===== config.mk =====
export PLATFORM = sky130hd
export DESIGN_NAME = opnd_addr_gen
export DESIGN_NICKNAME = d
export VERILOG_FILES = /design/src/rtl/opnd_addr_gen.sv
export SDC_FILE = /design/constraint.sdc
export NUM_CORES = 1
export LEC_CHECK = 0
export ABC_AREA = 1
export BUFFER_PORTS_ARGS = -buffer_cell sky130_fd_sc_hd__buf_2
export CORE_MARGIN = 2
export CORE_UTILIZATION = 55
export DETAILED_ROUTE_END_ITERATION = 6
export GPL_ROUTABILITY_DRIVEN = 0
export HOLD_SLACK_MARGIN = 0.02
export PLACE_DENSITY = 0.81
export REMOVE_ABC_BUFFERS = 1
export SYNTH_ARGS = -nofsm -noshare
export SYNTH_HDL_FRONTEND = slang
export SYNTH_SLANG_ARGS = --single-unit

===== constraint.sdc =====
create_clock -name clk -period 4.4 [get_ports clk]
set_input_delay 0.22 -clock clk [delete_from_list [all_inputs] [get_ports clk]]
set_output_delay 0.22 -clock clk [all_outputs]
set_load 0.1 [all_outputs]

===== src/rtl/opnd_addr_gen.sv =====
module opnd_addr_gen #(
  parameter int DW = 16,
  parameter int RW = 3
) (
  input  logic          clk,
  input  logic          rst_n,
  input  logic          start,
  input  logic [DW-1:0] ir,
  input  logic [DW-1:0] pc_in,
  output logic [RW-1:0] reg_sel,
  input  logic [DW-1:0] reg_rdata,
  output logic          mem_req,
  output logic [DW-1:0] mem_addr,
  input  logic [DW-1:0] mem_rdata,
  output logic          busy,
  output logic          done,
  output logic [DW-1:0] opnd,
  output logic          opnd_is_addr,
  output logic [1:0]    opnd_class,
  output logic [3:0]    shamt,
  output logic [DW-1:0] pc_out
);
  localparam int MLO = 2*RW + 1;

  typedef enum logic [2:0] {S_IDLE, S_DEC, S_W, S_I, S_IW} st_t;
  st_t st;

  logic [DW-1:0] ir_q, pc_q, base_q, ptr_q, pc_nx, calc;
  logic [2:0]    mode;
  logic [1:0]    typ;
  logic          ind, one_op;

  assign opnd_class = ir_q[DW-1:DW-2];
  assign mode       = ir_q[MLO+2:MLO];
  assign typ        = mode[2:1];
  assign ind        = mode[0];
  assign one_op     = opnd_class == 2'b01;
  assign reg_sel    = ir_q[RW-1:0];
  assign busy       = st != S_IDLE;
  assign mem_req    = (st == S_DEC && one_op && typ != 2'b00) || st == S_I;
  assign mem_addr   = (st == S_I) ? ptr_q : pc_q;
  assign pc_nx      = pc_q + 1'b1;
  assign pc_out     = pc_q;
  assign shamt      = opnd[3:0];
  assign calc       = (typ == 2'b10) ? base_q + mem_rdata :
                      (typ == 2'b11) ? pc_nx + mem_rdata : mem_rdata;

  always_ff @(posedge clk or negedge rst_n) begin
    if (!rst_n) begin
      st           <= S_IDLE;
      ir_q         <= '0;
      pc_q         <= '0;
      base_q       <= '0;
      ptr_q        <= '0;
      opnd         <= '0;
      opnd_is_addr <= 1'b0;
      done         <= 1'b0;
    end else begin
      done <= 1'b0;
      case (st)
        S_IDLE: if (start) begin
          ir_q <= ir;
          pc_q <= pc_in;
          st   <= S_DEC;
        end
        S_DEC: begin
          base_q <= reg_rdata;
          if (!one_op) begin
            opnd         <= '0;
            opnd_is_addr <= 1'b0;
            done         <= 1'b1;
            st           <= S_IDLE;
          end else if (typ == 2'b00) begin
            opnd         <= reg_rdata;
            opnd_is_addr <= ind;
            done         <= 1'b1;
            st           <= S_IDLE;
          end else begin
            st <= S_W;
          end
        end
        S_W: begin
          pc_q <= pc_nx;
          if (typ == 2'b01 || !ind) begin
            opnd         <= calc;
            opnd_is_addr <= (typ != 2'b01) | ind;
            done         <= 1'b1;
            st           <= S_IDLE;
          end else begin
            ptr_q <= calc;
            st    <= S_I;
          end
        end
        S_I: st <= S_IW;
        S_IW: begin
          opnd         <= mem_rdata;
          opnd_is_addr <= 1'b1;
          done         <= 1'b1;
          st           <= S_IDLE;
        end
        default: st <= S_IDLE;
      endcase
    end
  end
endmodule



=== Word level (Yosys, flattened, before mapping) ===
Cells that the tools add are included.

* Register bits after elaboration: 85
* Input bits: 67
* Output and inout bits: 61
* Word-level logic and storage cells: 62

* $add $sub $neg: 3
* Eq/ne operators: 12
* Muxes and demuxes: 22
* Bitwise gates (word level): 2
* Reductions and logical operators: 15

{| class="wikitable"
|+ Operators by type and width
! operator !! count
|-
| 16-bit 2-to-1 mux || 7
|-
| 16-bit case mux with 3 select lines || 1
|-
| 16-bit adder || 2
|-
| 16-bit case mux with 2 select lines || 1
|-
| 16-bit by 1-bit adder with 16-bit output (second input constant) || 1
|-
| 3-bit case mux with 4 select lines || 1
|-
| 3-bit by 2-bit equality test with 1-bit output (second input constant) || 2
|-
| 1-bit 2-to-1 mux || 6
|-
| 2-bit 2-to-1 mux || 3
|-
| 1-bit case mux with 3 select lines || 2
|-
| 2-bit AND reduction || 3
|-
| 3-bit nonzero test || 2
|-
| 2-bit by 1-bit equality test with 1-bit output (second input constant) || 2
|-
| 2-bit equality test (second input constant) || 2
|-
| 2-bit != test (second input constant) || 2
|-
| 2-bit nonzero test || 2
|-
| 3-bit by 1-bit equality test with 1-bit output (second input constant) || 1
|-
| 3-bit equality test (second input constant) || 1
|-
| 3-bit logical NOT || 1
|-
| 3-bit 2-to-1 mux || 1
|-
| 3-bit by 2-bit != test with 1-bit output (second input constant) || 1
|-
| 3-bit AND reduction || 1
|-
| 1-bit logical AND || 2
|-
| 2-bit logical NOT || 1
|-
| other kinds (5) || 6
|}

=== Longest topological paths before layout ===
Gate-level depths: netlist (run 1).

* Depth after elaboration: 6
* Mapped depth: 25
* Gate-level depth less buffers: 25

=== Least setup slack after synthesis (run 1) ===
No wires, ideal clock.

* Kind: flip-flop to output port
* Start: register pc_q[0], in the netlist pc_out[0]
* End: output mem_addr[0]
* Data arrival time: 3298 ps
* Data required time: 4180 ps
* Setup slack: 882 ps
* Cell stages (with the launch flop): 3
* Path buffers: 0
* Cells stage by stage: dfrtp_1 > inv_1 > o21ai_0

* Longest elaborated chain between the ends: 1

{| class="wikitable"
|+ RTL lines
! what !! RTL line !! text
|-
| from (decl) || 28 || <nowiki>logic [DW-1:0] ir_q, pc_q, base_q, ptr_q, pc_nx, calc;</nowiki>
|-
| from (signal assigned) || 63 || <nowiki>pc_q <= pc_in;</nowiki>
|-
| from (signal assigned) || 83 || <nowiki>pc_q <= pc_nx;</nowiki>
|-
| 16-bit 2-to-1 mux || 41 || <nowiki>assign mem_addr = (st == S_I) ? ptr_q : pc_q;</nowiki>
|-
| to (decl) || 13 || <nowiki>output logic [DW-1:0] mem_addr,</nowiki>
|}

Every way passes these cells.

=== Worst setup path after layout (run 1) ===
* Start: register pc_q[0], in the netlist pc_out[0]
* End: register opnd[15]

* Longest elaborated chain between the ends: 6

{| class="wikitable"
|+ RTL lines
! what !! RTL line !! text
|-
| 16-bit by 1-bit adder with 16-bit output || 42 || <nowiki>assign pc_nx = pc_q + 1'b1;</nowiki>
|-
| 16-bit adder || 46 || <nowiki>(typ == 2'b11) ? pc_nx + mem_rdata : mem_rdata;</nowiki>
|-
| 16-bit 2-to-1 mux || 46 ||
|-
| 16-bit 2-to-1 mux || 45 || <nowiki>assign calc = (typ == 2'b10) ? base_q + mem_rdata :</nowiki>
|-
| 16-bit 2-to-1 mux || 84 || <nowiki>if (typ == 2'b01 || !ind) begin</nowiki>
|-
| 16-bit case mux with 3 select lines || 60 || <nowiki>case (st)</nowiki>
|-
| to (signal assigned) || 74 || <nowiki>opnd <= reg_rdata;</nowiki>
|-
| to (signal assigned) || 85 || <nowiki>opnd <= calc;</nowiki>
|-
| to (signal assigned) || 96 || <nowiki>opnd <= mem_rdata;</nowiki>
|-
| to (decl) || 17 || <nowiki>output logic [DW-1:0] opnd,</nowiki>
|}

Every way passes these cells. The select of a mux whose other input is x is not followed.
A chain may end at the register's enable or synchronous reset.

==> results of run 1 <==
logic make-up after synthesis:
family                   synth area share
buffers and inverters              0.0940
adder cells (fa/ha/maj)            0.0835
XOR/XNOR                           0.0214
flip-flops                          0.337
AO/OA/AOI/OAI                       0.145
AND/OR/NAND/NOR                     0.319
routing by layer:
layer,wire length (um),track usage,vias up
li1,-,-,2916
met1,6830,0.379,2684
met2,7070,0.466,242
met3,1040,0.0472,37
met4,413,0.0940,0
met5,0,0,-
worst paths after layout:
| kind | start | endpoint | slack (ns) | depth (start not counted) |
|---|---|---|---|---|
| max in group asynchronous | rst_n | opnd[15] | 3.69 | 1 |
| hold / removal | rst_n | opnd[10] | -0.02 | 1 |
| setup / recovery | pc_out[0] | opnd[15] | 1.30 | 24 |
| hold reg to reg | base_q[2] | base_q[2] | 0.48 | 2 |
| setup reg to reg | pc_out[0] | opnd[15] | 1.30 | 24 |
| min in group clk | ir[2] | ir_q[2] | 0.04 | 3 |
state kept, by name, summed over array words and instances, names as in the netlist:
name / flops
pc_out: 16
st: 3
opnd_is_addr: 1
ir_q: 8
opnd: 16
base_q: 16
ptr_q: 16
done: 1
layout make-up:
cell class,instances,area share
clock inverter,7,0.0158
tap,136,0.0259
sequential,77,0.293
inverter,94,0.0540
multi-input combinational,631,0.498
timing repair buffer,122,0.0944
clock buffer,9,0.0188
synth_stat cells, types with 3 or more instances:
cell and instances:
nand3_1 55, o221ai_1 6, nor3_1 5, nand2_1 302, nand3b_1 7, clkbuf_1 13, a221oi_1 12, xor2_1 12
inv_2 6, a22oi_1 4, dfrtp_1 77, a31oi_1 3, inv_1 87, nand4_1 5, or2_2 4, nor2_1 56
o21ai_0 42, o22ai_1 4, o211ai_1 10, ha_1 35, a21oi_1 49, buf_2 5, buf_4 11
metrics by stage:
step / cell area (um2) / hold WS (ns) / setup TNS [ns] / util / std cells
floorplan: 5540 / -0.0756 / -0.103 / - / 802
global placement: 6350 / 0.413 / 0 / 0.620 / 1060
detailed placement: 6350 / 0.421 / 0 / 0.620 / 1060
CTS: 6580 / 0.0396 / 0 / 0.643 / 1076
global route: 6580 / 0.0391 / 0 / 0.643 / 1076
finish: 6580 / -0.0153 / 0 / 0.643 / 1076
critical path, cell delays in order, from the launching register on:
cell and delay, ns:
dfrtp_1 0.44, ha_1 0.19, nand2_1 0.07, inv_1 0.08, nand2_1 0.08, nor2_1 0.09, inv_1 0.07, nor2_1 0.13
nand2_1 0.09, inv_1 0.08, nand2_1 0.06, xor2_1 0.19, inv_1 0.08, ha_1 0.38, nand2_1 0.10, nor2_1 0.14
and3_1 0.16, nand2_1 0.05, nand2_1 0.08, inv_1 0.04, nand2_1 0.05, nand3_1 0.06, nand3_1 0.10, nand2_1 0.08
a21oi_1 0.13
cell usage in the layout (no fill, tap or decap), types with 2 or more instances in the layout:
cell type  Yosys  routed
xor2_1        12      12
and2_1         2       2
fa_1           2       2
buf_4         11       4
dfrtp_1       77      77
clkinv_4       0       2
clkbuf_8       0       9
inv_1         87      87
nand3b_1       7       7
bufinv_16      0       2
inv_6          0       3
o211ai_1      10      10
nand3_1       55      55
nand2_1      302     302
nor2_1        56      56
nor3_2         1       2
nor3_1         5       3
o21bai_1       2       2
a31oi_1        3       3
o21ai_1        2       2
ha_1          35      35
o22ai_1        4       4
o221ai_1       6       6
buf_2          5     118
inv_2          6       6
o21ai_0       42      42
a21oi_1       49      49
xnor2_1        2       2
a22oi_1        4       4
or2_2          4       4
a221oi_1      12      12
nand4_1        5       5
==> results_dict.tcl, run 1 <==
set metrics [dict create \
    status "complete, but fails checks" \
    violations "hold timing" \
    path_clk_slew_ns 0.09 \
    die_h_um 106 \
    skew_ns 0.0131 \
    wl_per_cell_um 14.3 \
    hold_path.class "in2async" \
    htree_levels 3 \
    setup_viol_count_final 0 \
    crit_fanout 6 \
    final-max-slew-violation-count 0 \
    synthesis.area_um2 5720 \
    cts_tree "built" \
    fin_nets 1039 \
    fillerInstances 963 \
    clkLatencyLatePin_ns 0.36 \
    ant_nets 0 \
    vias_per_cell 5.46 \
    core_area_um2 10200 \
    grt_pass1_wl_mm 25.6 \
    die-area_um2 11200 \
    holdBufCountCts 0 \
    post-route-period-util 0.704 \
    worstSetupEndpointType "register" \
    ys_seq_area_frac 0.337 \
    netlist_top_cells_area "dfrtp_1, nand2_1, ha_1" \
    overflow 0 \
    port_buffers 119 \
    synth_top_cell_by_area "dfrtp_1" \
    final_hold_viol_count 7 \
    cts_made_buffers 9 \
    yosysUniqueCellTypes 41 \
    antenna_found_initial 0 \
    placement_rows 37 \
    drt_pass1_iterations 5 \
    pre_cts_slack_ns 1.39 \
    die_x_um 106 \
    critPathKind "reg2reg" \
    cts_resized 0 \
    gr-usage-all-layers 0.283 \
    dp_hpwl_mm 11.7 \
    via_count 5879 \
    cts-root-buf "clkbuf_8" \
    ios 128 \
    syn_inst 834 \
    tightest_slew_ns 1.03 \
    async_flop_share 1.00 \
    synth-seq-cells 77 \
    initial_core_util 0.559 \
    cp-start-kind "register" \
    syn2layout_area_growth_pct 14.9 \
    maxClockFrequency_mhz 323 \
    rsz0062_at_grt "false" \
    final.setup.worst_slack_ns 1.30 \
    cts_setup_buffers 0 \
    drv_cap 0 \
    synth-edff-count 0 \
    cp.required_ns 4.68 \
    synth_warnings 0 \
    drtIter0Drc 324 \
    multi_input_area_um2 3270 \
    antennaDiodeCount 0 \
    worstPathArrival_ns 3.38 \
    hold_slack_ns -0.0153 \
    regArea_um2 1930 \
    period_needed_ns 3.10 \
    numClockSinks 77 \
    final_layout_size_suffix_gt1_frac 0.167 \
    grt_max_degree 78 \
    ys.flop_type "dfrtp_1" \
    grt_pass1_vias 5394 \
    syn_area_per_cell_um2 6.86 \
    wl_mm 15.4 \
    maxSlewHeadroom 0.316 \
    drcViolationCount 0 \
    synth_top_area_share 0.337 \
    cts_buffer_depth 2 \
]
Power of run 1 is not shown: default switching activity piles up to over one toggle a cycle in this logic, so the estimate is an artifact.
==> run 2, diff against run 1 <==
- ABC_AREA: 1 -> 0
- CORE_UTILIZATION: 55 -> 50
- PLACE_DENSITY: 0.81 -> 0.78
- clock period: 4.4 -> 2.7 ns (I/O delays scaled with it)
==> run 2 against run 1 <==
  * Sequential cell count did not move
  * Critical path type unchanged
  * The run ends with setup timing left
  * Sequential share of layout area down 4.7 points
  * Clock skew decreased by 0.0044 ns
  * Core utilization up 7.5 points
  * Cell count decreased by 8.6%
  * Area after synthesis shrank 1.9%
==> results_dict.tcl, run 2 <==
set metrics [dict create \
    status "complete, but fails checks" \
    violations "setup timing" \
    wl_mm 19.9 \
    regToRegSetupSlack_ns -0.46 \
    drv_cap 0 \
    cp.required_ns 2.94 \
    synth-edff-count 0 \
    holdPathStages 2 \
    ant_nets 0 \
    reg2reg_from "pc_out[0]" \
    vias_per_cell 6.18 \
    antenna_found_initial 0 \
    ys_seq_area_frac 0.343 \
    cts_tree "built" \
    async_flop_share 1.00 \
    path_clk_slew_ns 0.08 \
    final_layout_size_suffix_gt1_frac 0.399 \
    maxClockFrequency_mhz 317 \
    via_count 6077 \
    die-area_um2 12100 \
    post_dp_cell_area_um2 6730 \
    final_area_um2 7820 \
    syn_area_per_cell_um2 8.93 \
    min_to "base_q[8]" \
    netlist_top_cells_area "dfrtp_1, ha_1, mux2_2" \
    synthAdderAreaFrac 0.0851 \
    final_hold_viol_count 0 \
    rsz0062_at_grt "true" \
    setup_viol_count_final 17 \
    port_buffers 119 \
    cts_made_buffers 9 \
    dp_hpwl_mm 13.1 \
    skew_ns 0.00870 \
    period_needed_ns 3.16 \
    grt_pass1_wl_mm 28.7 \
    hold_start "reg_rdata[8]" \
    drtIter0Drc 744 \
    die_h_um 110 \
    gr-usage-all-layers 0.308 \
    yosysMostFrequentCell "nand2_1" \
    synth_top_cell_by_area "dfrtp_1" \
    synth_simple_gate_area_frac 0.157 \
    drt_pass1_iterations 6 \
    grt_pass1_vias 5721 \
    synth_top_family_by_area "compound AO/OA/AOI/OAI gates" \
    worstSetupEndpointType "register" \
    muxShareOfSynthArea 0.0711 \
    numClockSinks 77 \
    synth_compound_gate_area_share 0.237 \
    cp-start-kind "register" \
    dp.cells 926 \
    core_area_um2 10900 \
    tightest_slew_ns 1.03 \
    synth-xor-area-share 0.0575 \
    wl_per_cell_um 20.2 \
    clkLatencyLatePin_ns 0.37 \
    final-max-slew-violation-count 0 \
    ys.flop_type "dfrtp_1" \
    syn_inst 629 \
    post-route-period-util 1.17 \
    die_x_um 110 \
    cts-root-buf "clkbuf_8" \
    placement_rows 38 \
    overflow 0 \
    initial_core_util 0.516 \
    worstPathArrival_ns 3.40 \
    critPathKind "reg2reg" \
    grt_max_degree 78 \
    cts_buffer_depth 2 \
    crit_fanout 4 \
    synth_top_area_share 0.343 \
    finalNonFillerCells 983 \
    synth-seq-cells 77 \
    layout_common_cells "buf_2, nand2_1, buf_4" \
    hold_path.class "in2reg" \
    rr_worst_depth 13 \
    final.setup.worst_slack_ns -0.456 \
    drcViolationCount 0 \
    syn2layout_area_growth_pct 39.2 \
    antennaDiodeCount 0 \
    worst_r2r_endpoint "opnd[15]" \
    pre_cts_slack_ns -0.323 \
    synthTopCellsByCount "nand2_1, dfrtp_1, o21ai_0" \
    fin_nets 942 \
    ios 128 \
    final_common_cell "buf_2" \
    maxSlewHeadroom 0.316 \
    synth_warnings 0 \
    yosysUniqueCellTypes 67 \
    synthesis.area_um2 5620 \
    hold_slack_ns 0.0240 \
    htree_levels 3 \
]
-- run 2: changes by cell type in the layout (fill, tap and decap cells not counted), sizes merged, moves of 9 or more --
cell and delta:
nand3 -49, inv -85, nand2 -215, o21ai +10
buf +87, dlygate4sd3 +25, a221o +11, a21oi -9
mux2 +31, a211oi +10, xnor2 +18, nand2b +10
-- run 2: kinds of logic (layout without fill, tap and decap cells) --
logic type                 after synthesis  in the layout
xor gates and xnor gates                36             36
DFF                                     77             77
and+or+nand+nor                        193            193
AOI/OAI and AO/OA                      200            200
muxes                                   36             36
adders and majority gates               37             37
buffers and inverters                   50            264
-- run 2: final cells by class --
| cell class | instances | area (um2) |
|---|---|---|
| Clock buffer | 16 | 190 |
| Timing Repair Buffer | 234 | 1570 |
| Tap cell | 140 | 175 |
| Sequential cell | 77 | 1930 |
| Fill cell | 715 | 3070 |
| Multi-Input combinational cell | 502 | 3910 |
| Inverter | 14 | 52.6 |
-- run 2: timing repair --
action	in CTS	in global routing
endpoints found under the setup margin	18	26
resized for setup	50	54
pin swaps	29	41
hold endpoints to repair	101	0
setup buffers	6	10
hold buffers	25	0
-- run 2: metal layers --
metal,vias to the layer above,share of wire,track usage
met5,-,0,0
met4,0,0.041,0.123
met3,89,0.087,0.0482
met2,383,0.47,0.493
met1,2887,0.40,0.417
li1,2718,-,-
-- run 2: worst max-delay path, cell delays in order (launching register included) --
cell      delay, ns
dfrtp_1        0.39
ha_2           0.21
nand2_2        0.06
and2b_2        0.27
nand3_2        0.11
buf_4          0.18
nor3_1         0.37
xor2_1         0.32
ha_1           0.32
a21oi_2        0.16
a31oi_1        0.06
xnor2_1        0.18
a221oi_1       0.29
a21oi_1        0.12
-- run 2: worst max path at each step --
stage | cells past startpoint | from | end | slack (ns)
after floorplan | 13 | pc_out[1] | ptr_q[13] | -1.0
after global placement | 12 | pc_out[0] | ptr_q[12] | -0.19
after detailed placement | 14 | pc_out[0] | opnd[15] | -0.32
after CTS | 12 | pc_out[1] | ptr_q[12] | -0.29
after global routing | 13 | pc_out[1] | opnd[15] | -0.62
final | 13 | pc_out[0] | opnd[15] | -0.46
-- run 2: per-stage QoR --
stage	setup TNS [ns]	utilization
finish	-3.81	0.718
global route	-6.37	0.718
CTS	-1.88	0.682
detailed placement	-3.65	0.618
global placement	-1.65	0.618
floorplan	-18.52	-
Power of run 2 is left out for the same reason.
==> run 3, diff against run 2 <==
- CORE_MARGIN: 2 -> default
- MAX_ROUTING_LAYER: default -> met4
==> run 3 against run 2 <==
  * The run ends with DRC, setup timing left
  * Maximum frequency rose by 3.7%
  * Clock skew fell by 0.00093 ns
  * Register-to-register slack improved by 0.11 ns
  * Non-clock buffer count rose by 6
  * Setup slack improved by 0.11 ns
  * Critical path type unchanged
  * Critical endpoint is now opnd[14]
  * Highest routed layer unchanged
==> results_dict.tcl, run 3 (same netlist as run 2, synthesis figures left out) <==
set metrics [dict create \
    rr_worst_depth 13 \
    final_hold_viol_count 0 \
    cts-root-buf "clkbuf_8" \
    grt_pass1_wl_mm 29.5 \
    maxSlewHeadroom 0.320 \
    worst_r2r_endpoint "opnd[14]" \
    fillerInstances 702 \
    skew_ns 0.00777 \
    final.setup.worst_slack_ns -0.344 \
    layout_common_cells "buf_2, buf_4, nand2_1" \
    path_clk_slew_ns 0.09 \
    gr-usage-all-layers 0.338 \
    post_dp_cell_area_um2 6730 \
    tightest_slew_ns 1.02 \
    overflow 0 \
    clkLatencyLatePin_ns 0.38 \
    cp-startpoint "pc_out[1]" \
    ios 128 \
    dp_hpwl_mm 13.2 \
    wl_mm 21.2 \
    cts_made_buffers 9 \
    critPathKind "reg2reg" \
    final_layout_size_suffix_gt1_frac 0.404 \
    wl_met1_mm 7.96 \
    crit_path_top_delay_cell "a2111o_1" \
    die_x_um 108 \
    finalNonFillerCells 990 \
    fin_nets 948 \
    numClockSinks 77 \
    vias_per_cell 6.49 \
    route.met2.wl_mm 9.83 \
    worstSetupEndpointType "register" \
    drt_pass1_iterations 7 \
    final_common_cell "buf_2" \
    cp.required_ns 2.98 \
    maxClockFrequency_mhz 329 \
    post-route-period-util 1.13 \
    dp.cells 927 \
    finalCoreUtilization 0.722 \
    placement_rows 38 \
    final_area_um2 7860 \
    status "complete, but fails checks" \
    final-max-slew-violation-count 0 \
    drtIter0Drc 876 \
    cp-start-kind "register" \
    cpPeakStageDelay_ns 0.42 \
    htree_levels 3 \
    grt_pass1_vias 6008 \
    reg2reg_from "pc_out[1]" \
    cp-endpoint "opnd[14]" \
    port_buffers 119 \
    cts_buffer_depth 2 \
    grt_max_degree 78 \
    worstPathArrival_ns 3.33 \
    met3_length_mm 2.34 \
    crit_fanout 5 \
    via_count 6421 \
    setup_viol_count_final 17 \
    drv_cap 0 \
    wl_per_cell_um 21.4 \
    hold_path.class "in2reg" \
    die-area_um2 11700 \
    ant_nets 0 \
    rsz0062_at_grt "true" \
    die_h_um 108 \
    period_needed_ns 3.04 \
    initial_core_util 0.516 \
    violations "DRC, setup timing" \
    critical_path.cell_chain "ha_2 -> nand2_2 -> and2b_4 -> nand3_4 -> buf_6 -> xnor2_4 -> ha_4 -> a21o_1 -> a2111o_1 -> o22ai_2 -> xnor2_1 -> o22ai_1 -> o31ai_1" \
    cts_tree "built" \
    syn2layout_area_growth_pct 40.0 \
    core_area_um2 10900 \
    top_layer "met4" \
    regToRegSetupSlack_ns -0.34 \
    antenna_found_initial 0 \
    drcViolationCount 16 \
]
## run 3: layout make-up
| class | count | area (um2) | share of cell area |
|---|---|---|---|
| tap | 140 | 175 | 0.0223 |
| antenna | 1 | 2.50 | 0.000318 |
| timing repair buffer | 240 | 1620 | 0.206 |
| sequential | 77 | 1930 | 0.245 |
| clock buffer | 9 | 124 | 0.0158 |
| multi-input combinational | 502 | 3920 | 0.499 |
| clock inverter | 7 | 42.5 | 0.00541 |
| inverter | 14 | 52.6 | 0.00668 |
## run 3: worst max-delay path, delay by kind of cell (launching register included)
family / cells / cell delay [ns]
buffers and inverters: 1 / 0.16
AOI/OAI and AO/OA: 5 / 1.20
DFF: 1 / 0.40
adders and majority gates: 2 / 0.40
xor gates and xnor gates: 2 / 0.31
and+or+nand+nor: 3 / 0.47
## run 3: through the flow
stage,hold slack [ns],worst slack [ns],setup TNS [ns]
finish,0.00582,-0.344,-4.16
global route,0.00955,-0.478,-5.81
CTS,0.0209,-0.286,-1.80
detailed placement,0.340,-0.405,-3.70
global placement,0.328,-0.198,-1.87
floorplan,-0.161,-0.996,-18.52
## run 3: worst min path at each step
stage | startpoint | end | slack [ns] | cells past startpoint
2_1_floorplan | rst_n | base_q[0] | -0.16 | 0
3_3_place_gp | ir[15] | ir_q[15] | 0.33 | 3
3_5_place_dp | ir[2] | ir_q[2] | 0.34 | 3
4_1_cts | pc_in[3] | pc_out[3] | 0.02 | 2
5_1_grt | pc_in[3] | pc_out[3] | 0.01 | 2
6_report | pc_in[3] | pc_out[3] | 0.006 | 2
## run 3: what timing repair did
item | 4_1_cts | 5_1_grt
cloned | 0 | 0
setup buffers | 11 | 8
resized for setup | 57 | 50
hold endpoints to repair | 103 | 0
setup endpoints to repair | 18 | 23
hold buffers | 27 | 0
pin swaps | 37 | 36
## run 3: metal layers
layer / GRT usage / vias up
met5: - / -
met4: 0.159 / 0
met3: 0.0699 / 132
met2: 0.526 / 523
met1: 0.421 / 3045
li1: - / 2721
Power of run 3 is left out for the same reason.
